File: config.mk
export PLATFORM = sky130hd
export DESIGN_NAME = pwr_wake_ctrl
export DESIGN_NICKNAME = d
export VERILOG_FILES = /design/src/rtl/pwr_wake_pkg.sv /design/src/rtl/wake_qualify.sv /design/src/rtl/pwr_fsm.sv /design/src/rtl/pwr_out.sv /design/src/rtl/pwr_wake_ctrl.sv
export SDC_FILE = /design/constraint.sdc
export NUM_CORES = 1
export LEC_CHECK = 0
export BUFFER_PORTS_ARGS = -buffer_cell sky130_fd_sc_hd__buf_2
export CAP_MARGIN = 20
export CORE_AREA = 2 2 39 41
export DETAILED_ROUTE_END_ITERATION = 8
export DIE_AREA = 0 0 41 43
export RECOVER_POWER = 50
export SYNTH_ARGS = -nofsm -noshare
export SYNTH_HDL_FRONTEND = slang
export SYNTH_SLANG_ARGS = --single-unit
File: constraint.sdc
create_clock -name clk -period 1.4 [get_ports clk]
set_input_delay 0.35 -clock clk [delete_from_list [all_inputs] [get_ports clk]]
set_output_delay 0.35 -clock clk [all_outputs]
set_load 0.01 [all_outputs]
File: src/rtl/pwr_wake_pkg.sv
package pwr_wake_pkg;

    typedef enum logic [2:0] {
        PM_RUN     = 3'd0,
        PM_SLEEP   = 3'd1,
        PM_SWSTBY  = 3'd2,
        PM_CLKSTOP = 3'd3,
        PM_HWSTBY  = 3'd4,
        PM_EXCEPT  = 3'd5,
        PM_RESET   = 3'd6
    } pm_state_t;

    localparam logic [1:0] SEL_SLEEP   = 2'd0;
    localparam logic [1:0] SEL_SWSTBY  = 2'd1;
    localparam logic [1:0] SEL_CLKSTOP = 2'd2;

    // Module clocks are gated in the deep states only
    function automatic logic clocks_on(input pm_state_t s);
        return !(s == PM_SWSTBY || s == PM_CLKSTOP || s == PM_HWSTBY);
    endfunction

endpackage

File: src/rtl/wake_qualify.sv
module wake_qualify #(
    parameter int N_IRQ = 8,
    localparam int NSRC = N_IRQ + 3
) (
    input  logic             nmi,
    input  logic [N_IRQ-1:0] irq,
    input  logic             tmr,
    input  logic             wdt,
    input  logic             int_dis,
    input  logic             mask_nmi_only,
    input  logic [N_IRQ+1:0] route,
    output logic             wake_full,
    output logic             wake_ext
);
    logic [NSRC-1:0] raw;
    logic [NSRC-1:0] qual;

    // Source order: NMI, external IRQs, timer, watchdog
    assign raw = {wdt, tmr, irq, nmi};

    for (genvar i = 0; i < NSRC; i++) begin : g_src
        if (i == 0) begin : g_nmi
            assign qual[i] = raw[i] & ~int_dis;
        end else begin : g_mask
            assign qual[i] = raw[i] & ~int_dis & ~mask_nmi_only & ~route[i-1];
        end
    end

    assign wake_full = |qual;
    assign wake_ext  = |qual[N_IRQ:0];

endmodule

File: src/rtl/pwr_fsm.sv
module pwr_fsm
    import pwr_wake_pkg::*;
(
    input  logic      clk,
    input  logic      rst_n,
    input  logic      stby_n,
    input  logic      res_n,
    input  logic      slp_req,
    input  logic [1:0] slp_sel,
    input  logic      wake_full,
    input  logic      wake_ext,
    input  logic      int_dis,
    output pm_state_t state_q
);
    pm_state_t state_d;

    always_ff @(posedge clk or negedge rst_n) begin
        if (!rst_n) state_q <= PM_RUN;
        else        state_q <= state_d;
    end

    always_comb begin
        state_d = state_q;
        if (!stby_n) begin
            state_d = PM_HWSTBY;
        end else if (state_q == PM_HWSTBY) begin
            state_d = PM_RESET;
        end else if (!res_n) begin
            state_d = PM_RESET;
        end else begin
            unique case (state_q)
                PM_RUN: begin
                    if (slp_req) begin
                        if (slp_sel == SEL_SLEEP)        state_d = PM_SLEEP;
                        else if (slp_sel == SEL_SWSTBY)  state_d = PM_SWSTBY;
                        else if (slp_sel == SEL_CLKSTOP) state_d = PM_CLKSTOP;
                    end
                end
                PM_SLEEP:   if (wake_full) state_d = PM_EXCEPT;
                PM_CLKSTOP: if (wake_full) state_d = PM_EXCEPT;
                PM_SWSTBY:  if (wake_ext)  state_d = PM_EXCEPT;
                PM_EXCEPT:  state_d = PM_RUN;
                PM_RESET:   state_d = PM_EXCEPT;
                default:    state_d = PM_RUN;
            endcase
        end
    end

    AST_STBY_FORCE: assert property (@(posedge clk) disable iff (!rst_n)
        !stby_n |=> state_q == PM_HWSTBY);
    AST_HW_EXIT: assert property (@(posedge clk) disable iff (!rst_n)
        state_q == PM_HWSTBY |=> (state_q == PM_HWSTBY || state_q == PM_RESET));
    AST_RES_OVERRIDE: assert property (@(posedge clk) disable iff (!rst_n)
        (stby_n && !res_n && state_q != PM_HWSTBY) |=> state_q == PM_RESET);
    AST_ENTRY_CLKSTOP: assert property (@(posedge clk) disable iff (!rst_n)
        (stby_n && res_n && state_q == PM_RUN && slp_req && slp_sel == SEL_CLKSTOP)
        |=> state_q == PM_CLKSTOP);
    AST_DIS_HOLD: assert property (@(posedge clk) disable iff (!rst_n)
        (stby_n && res_n && int_dis && state_q == PM_CLKSTOP) |=> state_q == PM_CLKSTOP);
    AST_SW_HOLD: assert property (@(posedge clk) disable iff (!rst_n)
        (stby_n && res_n && !wake_ext && state_q == PM_SWSTBY) |=> state_q == PM_SWSTBY);

endmodule

File: src/rtl/pwr_out.sv
module pwr_out
    import pwr_wake_pkg::*;
(
    input  pm_state_t  state_q,
    output logic [2:0] mode,
    output logic       wake,
    output logic       mclk_en
);
    always_comb begin
        mode    = state_q;
        wake    = (state_q == PM_EXCEPT);
        mclk_en = clocks_on(state_q);
    end
endmodule

File: src/rtl/pwr_wake_ctrl.sv
module pwr_wake_ctrl
    import pwr_wake_pkg::*;
#(
    parameter int N_IRQ = 8
) (
    input  logic             clk,
    input  logic             rst_n,
    input  logic             stby_n_i,
    input  logic             res_n_i,
    input  logic             slp_req_i,
    input  logic [1:0]       slp_sel_i,
    input  logic             nmi_i,
    input  logic [N_IRQ-1:0] irq_i,
    input  logic             tmr_irq_i,
    input  logic             wdt_irq_i,
    input  logic             int_dis_i,
    input  logic             mask_nmi_only_i,
    input  logic [N_IRQ+1:0] dtc_route_i,
    output logic [2:0]       mode_o,
    output logic             wake_o,
    output logic             mclk_en_o
);
    logic      wake_full;
    logic      wake_ext;
    pm_state_t state_q;

    wake_qualify #(.N_IRQ(N_IRQ)) qual_i (
        .nmi           (nmi_i),
        .irq           (irq_i),
        .tmr           (tmr_irq_i),
        .wdt           (wdt_irq_i),
        .int_dis       (int_dis_i),
        .mask_nmi_only (mask_nmi_only_i),
        .route         (dtc_route_i),
        .wake_full     (wake_full),
        .wake_ext      (wake_ext)
    );

    pwr_fsm fsm_i (
        .clk       (clk),
        .rst_n     (rst_n),
        .stby_n    (stby_n_i),
        .res_n     (res_n_i),
        .slp_req   (slp_req_i),
        .slp_sel   (slp_sel_i),
        .wake_full (wake_full),
        .wake_ext  (wake_ext),
        .int_dis   (int_dis_i),
        .state_q   (state_q)
    );

    pwr_out out_i (
        .state_q (state_q),
        .mode    (mode_o),
        .wake    (wake_o),
        .mclk_en (mclk_en_o)
    );

    AST_WAKE_PULSE: assert property (@(posedge clk) disable iff (!rst_n)
        wake_o |=> (!wake_o && mode_o == 3'd0) || !stby_n_i || !res_n_i
                   || $past(!stby_n_i) || $past(!res_n_i));
    AST_WAKE_CLK: assert property (@(posedge clk) disable iff (!rst_n)
        wake_o |-> mclk_en_o);
    AST_NO_WAKE_MASKED: assert property (@(posedge clk) disable iff (!rst_n)
        (stby_n_i && res_n_i && mask_nmi_only_i && !nmi_i && mode_o == 3'd3)
        |=> mode_o == 3'd3);

endmodule

# == Word level (Yosys, flattened, before mapping) ==
# Cells that the tools add are included.
# word_totals
ff_bits,3
output_inout_bits,5
input_bits,30
# classes
n_mux,10
bitwise_logic,43
n_eq_ne,12
reduce_logical,9
# ops
cell,count
AND 1 bit,31
2-to-1 mux 3 bit,9
inverter 1 bit,12
case mux 3 bit (4 select lines),1
OR reduction 11 bit,1
"!= test 5 x 3 -> 1 bit, second input constant",2
"== test 3 bit, second input constant",3
OR reduction 9 bit,1
"!= test 7 x 3 -> 1 bit, second input constant",1
"== test 3 x 2 -> 1 bit, second input constant",2
"!= test 5 x 4 -> 1 bit, second input constant",1
AND reduction 4 bit,1
"== test 3 x 1 -> 1 bit, second input constant",1
zero test 3 bit,1
"== test 2 x 1 -> 1 bit, second input constant",1
"== test 2 bit, second input constant",1
zero test 2 bit,1
logical OR 1 bit,2
OR reduction 2 bit,1
zero test 1 bit,1

# == Depth between registers and ports, before layout ==
# Gate-level depths: netlist of the first run.
# logic_depth
word_depth,10
ltp_mapped,4

# == Cells and area by module ==
# Synthesis of the first run repeated with hierarchy kept, for this count alone.
# unflattened
cells_unflattened,48
area_unflattened_um2,341.6
# by_module_without_submodules
mod,area_per_inst_um2,seq_area_each_um2,cells_each,instances
pwr_fsm,182.7,75.1,21,1
wake_qualify,115.1,0.0,20,1
pwr_out,43.8,0.0,7,1

# == Worst setup path before layout of the first run ==
# No wires, ideal clock.
# synth_path
path_type,input to register
from,input port irq_i[2]
to,register fsm_i.state_q[0]
path_stages,4
arrival_time_ns,1.218
path_slack_ns,0.045
n_path_buf,0
setup_ns,0.136
cell_sequence,nor2b_1 -> a2111oi_2 -> o2111a_1 -> o32ai_2
# synth_via
elab_chain_cells,6
word_cells_on_any_way,8
classes_between,eq/ne: 2; bitwise: 3; reduce/logical: 3
# synth_lines
element,line,rtl
from (decl),pwr_wake_ctrl.sv:13,"input logic [N_IRQ-1:0] irq_i,"
AND 1 bit * (3 in series),wake_qualify.sv:25,assign qual[i] = raw[i] & ~int_dis & ~mask_nmi_only & ~route[i-1];
OR reduction 11 bit or OR reduction 9 bit (tied branches),"wake_qualify.sv:29, wake_qualify.sv:30",
!= test 5 x 3 -> 1 bit (no source line),n/a,
AND reduction 4 bit (no source line) *,n/a,
to (signal assigned),pwr_fsm.sv:19,else state_q <= state_d;
to (decl),pwr_fsm.sv:13,output pm_state_t state_q
# Mark *: on every way between the ends. The rest lies on a longest branch, timed or not.
# A chain may end at the register's enable or synchronous reset.

# == Worst setup path in the final report of the first run ==
# layout_path
from,register fsm_i.state_q[1]
to,output port mclk_en_o
# layout_via
elab_chain_cells,4
word_cells_on_any_way,6
classes_between,eq/ne: 3; reduce/logical: 3
# layout_lines
element,line,rtl
== test 3 x 2 -> 1 bit,pwr_wake_pkg.sv:19,return !(s == PM_SWSTBY || s == PM_CLKSTOP || s == PM_HWSTBY);
logical OR 1 bit,pwr_wake_pkg.sv:19,
logical OR 1 bit *,pwr_wake_pkg.sv:19,
zero test 1 bit *,pwr_wake_pkg.sv:19,
to (decl),pwr_wake_ctrl.sv:21,output logic mclk_en_o
# Marked as above.

==> metrics, run 1 <==
Synth Register Bits 3; Root Buffer clkbuf_4; cell-internal power 0.286 mW; sequential share of power 23.2%; post-synthesis cell count 49; setup slack after layout -0.0630 ns; I/O pin total 35; clk sinks 3; Critical Path End mclk_en_o; RD Place Congestion 0.801; Pwr Density 600 nW/um^2; Final TNS setup -0.0630 ns; CTS clock-pin slew for the worst setup and hold paths 0.04 ns; Ys Warns 0; asr flop ratio synth 100%; Die H 43 um; worst setup path startpoint fsm_i.state_q[1]; die extent in x 41 um; synth top area cells dfrtp_1 (20%), nor2b_1 (12%), inv_1 (9.0%); TritonCTS clock tree done; reg2reg start fsm_i.state_q[1]; Total GRT Usage 15.4%; Clock Skew 0.00483 ns; Vias/cell 4.91; Register Area 76.3 sq um; post-route cell area 689 sq um; Final Util 49.8%; Worst EP arrival 1.11 ns; final hold violations 0; dpl hpwl 971 um; Largest Register fsm_i.state_q; DRT Pass-1 Iters 4; Clock Latency Late Sink 0.24 ns; Mapped Area 375 sq um; most common flop cell mapped by yosys dfrtp_1; critical path endpoint category output port; Reg2Reg Depth 5; crit-path cells buf_6 > nor3_2 > a21oi_1 > buf_2; via count 550; Max VDD drop 0.301 mV; clock power share 39.0%; leakage 0.362 nW; # fillers 149; Comb power frac 37.8%; Crit Path Class reg -> out; Area after DPL 596 sq um; growth of design area from synthesis to finish 83.7%; Post-synth EDFFs 0; post-route ant nets 0; critical path's largest stage delay 0.39 ns; status finished with violations; required time of the critical path 1.05 ns; pins over their slew limit 0; reg-to-reg slack, setup 0 ns; antenna violations before repair 0; Distinct cells, synth 24; max reg flops 3; Mean Syn Cell Area 7.66 sq um; post-synthesis sequential area ratio 20.0%; top-count cell post-synth inv_1; period utilisation layout 104%; commonest cells in the synthesized netlist inv_1 (9), nor2b_1 (7), nand2_1 (4); Congestion Overflow GR 0; Peak Freq 684 MHz; Starting Density 27.1%; slowest CP cell dfrtp_1; core area 1380 sq um; Die Area 1760 sq um; Multi-input gate area 287 sq um; H-tree levels 1; Worst slew margin 74.4%; Synth top area share 20.0%; switching portion of total power 31.0%; vias in the first global route 510; Max Cap Violations 0; failing checks setup timing; DR WL/cell 10.8 um; Net count, final 127; ANT cells 0; Synth area leader dfrtp_1; final wirelength 1210 um; syn_nets 79; CTS Buf Count 3; startpoint types flop; first-pass GRT wire length 1840 um; Final Non-Filler Cells 112; number of remaining DRC errors 0; Row Count 14; largest net degree at the start of global routing 6; Sw Pwr 0.128 mW; post-layout min period 1.46 ns; Setup Viol. Count Final 1; end of the worst register-to-register path fsm_i.state_q[0]; Min-Delay Path Class in -> reg; CTS Buffer Depth 2; Tightest Pin Transition 0.383 ns; initial DRC count 4; share of post-route cells with drive strength above 1 54.2%; port bufs 34; RSZ-0062 raised after global routing true; CP max FO 4; DP Cell Count 103; Top Registers fsm_i.state_q x3
## repair_timing
action                                  in CTS  in global routing
pin swaps                                    0                  1
gates resized for setup                      3                  3
hold endpoints to repair                     3                  0
endpoints found under the setup margin       2                  4
hold buffers                                 1                  0
setup buffers                                2                  2
## cell usage in the layout (no fill, tap or decap), types with 2 or more instances in the layout
cell type / netlist / layout
nand2_1: 4 / 3
buf_4: 0 / 6
nand3_1: 3 / 3
nor2b_1: 7 / 7
clkbuf_4: 0 / 3
buf_6: 0 / 2
o21ai_0: 2 / 2
clkbuf_1: 0 / 2
dfrtp_1: 3 / 2
a311oi_1: 2 / 2
inv_1: 9 / 9
buf_2: 0 / 33
## power groups by stage
stage / sequential, mW / combinational [mW] / clock, mW
global route: 0.0967 / 0.173 / 0.175
global placement: 0.100 / 0.130 / 0
detailed placement: 0.0999 / 0.132 / 0
floorplan: 0.103 / 0.0542 / 0
finish: 0.0960 / 0.156 / 0.162
CTS: 0.0958 / 0.148 / 0.162
## logic make-up (layout without fill, tap and decap cells)
| group | after synthesis | after routing | synth area share, % |
|---|---|---|---|
| and+or+nand+nor | 20 | 20 | 30.3 |
| AOI/OAI and AO/OA | 17 | 17 | 40.7 |
| buffers and inverters | 9 | 56 | 9.00 |
| DFF | 3 | 3 | 20.0 |
## per-stage QoR
step / worst slack (ns) / total power [mW] / hold WS (ns)
after floorplan: 0.0451 / 0.158 / 0.0544
after global placement: -0.135 / 0.230 / 0.146
after detailed placement: -0.145 / 0.232 / 0.147
after CTS: -0.0419 / 0.406 / 0.350
after global routing: -0.0886 / 0.444 / 0.351
final: -0.0630 / 0.414 / 0.354
## critical path, delay by kind of cell, from the launching register on
| kind | cells | cell delay [ns] |
|---|---|---|
| compound gates | 1 | 0.05 |
| buf+inv | 2 | 0.27 |
| flops | 1 | 0.39 |
| simple gates | 1 | 0.16 |
## per-layer routing
metal	global-route usage, %	part of all wire [%]	up-vias
li1	-	-	277
met1	15.7	39	243
met2	25.6	51	28
met3	3.66	8.6	2
met4	10.7	1.7	0
met5	0	0	-
## cell type report
class,count,area share (%)
flip-flops and latches,3,11.1
inverters,9,4.90
clock buffers,4,3.81
multi-input cells,37,41.6
repair buffers,43,35.8
well taps,16,2.90
## worst min-delay path by stage
stage          slack [ns]     start          endpoint  cells past startpoint
6_report             0.35  stby_n_i  fsm_i.state_q[2]                      2
5_1_grt              0.35  stby_n_i  fsm_i.state_q[2]                      2
4_1_cts              0.35  stby_n_i  fsm_i.state_q[2]                      2
3_5_place_dp         0.15     rst_n  fsm_i.state_q[1]                      1
3_3_place_gp         0.15     rst_n  fsm_i.state_q[1]                      1
2_1_floorplan        0.05     rst_n  fsm_i.state_q[0]                      0
Power figures use the tool's default switching activity.
==> run 2, diff against run 1 <==
REMOVE_ABC_BUFFERS = 1   (was unset)
SKIP_CTS_REPAIR_TIMING = 1   (was unset)
==> run 2 against run 1 <==
Net effect:
- total power rose by 1.3%
- worst setup slack got worse by 0.021 ns
- register-to-register slack better by 0.04 ns
- routed wire length increased by 0.58%
- global-route usage decreased by 0.40 points
- the flow still finishes with violations (setup timing)
- core utilization increased by 0.99 points
- maximum frequency shrank 1.4%
- critical endpoint unchanged
- clock power is essentially flat
- die area unchanged
==> metrics, run 2 (synthesis gave the netlist of run 1 again) <==
post-route ant nets 0 (unchanged); most frequent cells in the layout buf_2 (32), inv_1 (9), nor2b_1 (7); Worst slew margin 74.5% (+0.081 points); antenna violations before repair 0 (unchanged); dpl hpwl 971 um (unchanged); Worst EP arrival 1.13 ns (+0.02 ns); Pwr Density 596 nW/um^2 (-0.65%); Peak Freq 674 MHz (-1.4%); CTS Buffer Depth 2 (unchanged); period utilisation layout 106% (+1.5 points); vias in the first global route 498 (-2.4%); TritonCTS clock tree done; share of post-route cells with drive strength above 1 55.2% (+1.0 points); core area 1380 sq um (unchanged); setup slack after layout -0.0836 ns (-0.0207 ns); I/O pin total 35 (unchanged); failing checks setup timing; Hold Crit Depth 2 (unchanged); startpoint types flop; post-route cell area 703 sq um (+2.0%); number of remaining DRC errors 0 (unchanged); worst slack at placement -0.145 ns (unchanged); Vias/cell 4.93 (+0.36%); RSZ-0062 raised after global routing true; Multi-input gate area 293 sq um (+2.2%); end of the worst register-to-register path fsm_i.state_q[0]; growth of design area from synthesis to finish 87.3%; Min-Delay Path Class in -> reg; worst setup path startpoint fsm_i.state_q[1]; CTS clock-pin slew for the worst setup and hold paths 0.04 ns (about the same); commonest non-fill, non-tap cell in the layout buf_2; port bufs 34 (unchanged); DR WL/cell 10.9 um (+0.58%); critical path endpoint category output port; CP max FO 4 (unchanged); post-layout min period 1.48 ns (+0.0207 ns); Row Count 14 (unchanged); Reg2Reg Depth 4 (-1); Area after DPL 596 sq um (unchanged); ANT cells 0 (unchanged); hold slack 0.354 ns (-0.000685 ns); via count 552 (+0.36%); Die Area 1760 sq um (unchanged); reg-to-reg slack, setup 0.04 ns (+0.04 ns); clk sinks 3 (unchanged); H-tree levels 1 (unchanged); DRT Pass-1 Iters 4 (unchanged); Tightest Pin Transition 0.382 ns (-0.00122 ns); initial DRC count 3 (-1); RD Place Congestion 0.801 (unchanged); final wirelength 1220 um (+0.58%); first-pass GRT wire length 1790 um (-2.6%); Max VDD drop 0.302 mV (+0.29%); status finished with violations; Critical Path End mclk_en_o; Starting Density 27.1% (unchanged); # fillers 144 (-3.4%); reg2reg start fsm_i.state_q[1]; Max Cap Violations 0 (unchanged); largest net degree at the start of global routing 7 (+1); required time of the critical path 1.05 ns (about the same); pins over their slew limit 0 (unchanged); Clock Latency Late Sink 0.24 ns (about the same); Clock Skew 0.00478 ns (-0.0000521 ns); leakage 0.362 nW (about the same); Top Registers fsm_i.state_q x3; die extent in x 41 um (unchanged); Setup Viol. Count Final 1 (unchanged); max reg flops 3 (unchanged); Final TNS setup -0.0836 ns (-0.0207 ns); CTS Buf Count 3 (unchanged); Crit Path Class reg -> out; Congestion Overflow GR 0 (unchanged); Largest Register fsm_i.state_q; Root Buffer clkbuf_4; Total GRT Usage 15.0% (-0.40 points); Net count, final 127 (unchanged); final hold violations 0 (unchanged); Register Area 77.6 sq um (+1.6%); Die H 43 um (unchanged)
run 2: metrics by stage:
| step | instances | utilization (%) | power, mW |
|---|---|---|---|
| after floorplan | 49 | - | 0.158 |
| after global placement | 103 | 43.0 | 0.230 |
| after detailed placement | 103 | 43.0 | 0.232 |
| after CTS | 107 | 44.9 | 0.394 |
| after global routing | 112 | 50.8 | 0.450 |
| final | 112 | 50.8 | 0.419 |
run 2: per-layer routing:
layer	up-vias	wire (um)	GRT usage, %
met5	-	0	0
met4	0	21	10.7
met3	2	127	3.66
met2	30	616	24.4
met1	241	451	15.7
li1	279	-	-
run 2: area by class of cell:
cell class / count / share of cell area [%]
Sequential cell: 3 / 11.0
Tap cell: 16 / 2.85
Clock buffer: 4 / 3.74
Multi-Input combinational cell: 37 / 41.6
Inverter: 9 / 4.80
Timing Repair Buffer: 43 / 35.9
run 2: power by group:
| group | total (mW) | switching, mW | internal [mW] |
|---|---|---|---|
| sequential | 0.0975 | 0.00495 | 0.0925 |
| combinational | 0.161 | 0.0720 | 0.0886 |
| clock | 0.161 | 0.0540 | 0.107 |
| total | 0.419 | 0.131 | 0.288 |
run 2: worst max-delay path, stage by stage (launching register included):
cell	delay, ns
dfrtp_2	0.40
buf_6	0.12
nor3_2	0.17
a21oi_1	0.06
buf_2	0.14
run 2: worst min-delay path by stage:
stage / from / end / slack, ns
after floorplan: rst_n / fsm_i.state_q[0] / 0.05
after global placement: rst_n / fsm_i.state_q[1] / 0.15
after detailed placement: rst_n / fsm_i.state_q[1] / 0.15
after CTS: rst_n / fsm_i.state_q[1] / -0.11
after global routing: stby_n_i / fsm_i.state_q[2] / 0.35
final: stby_n_i / fsm_i.state_q[2] / 0.35
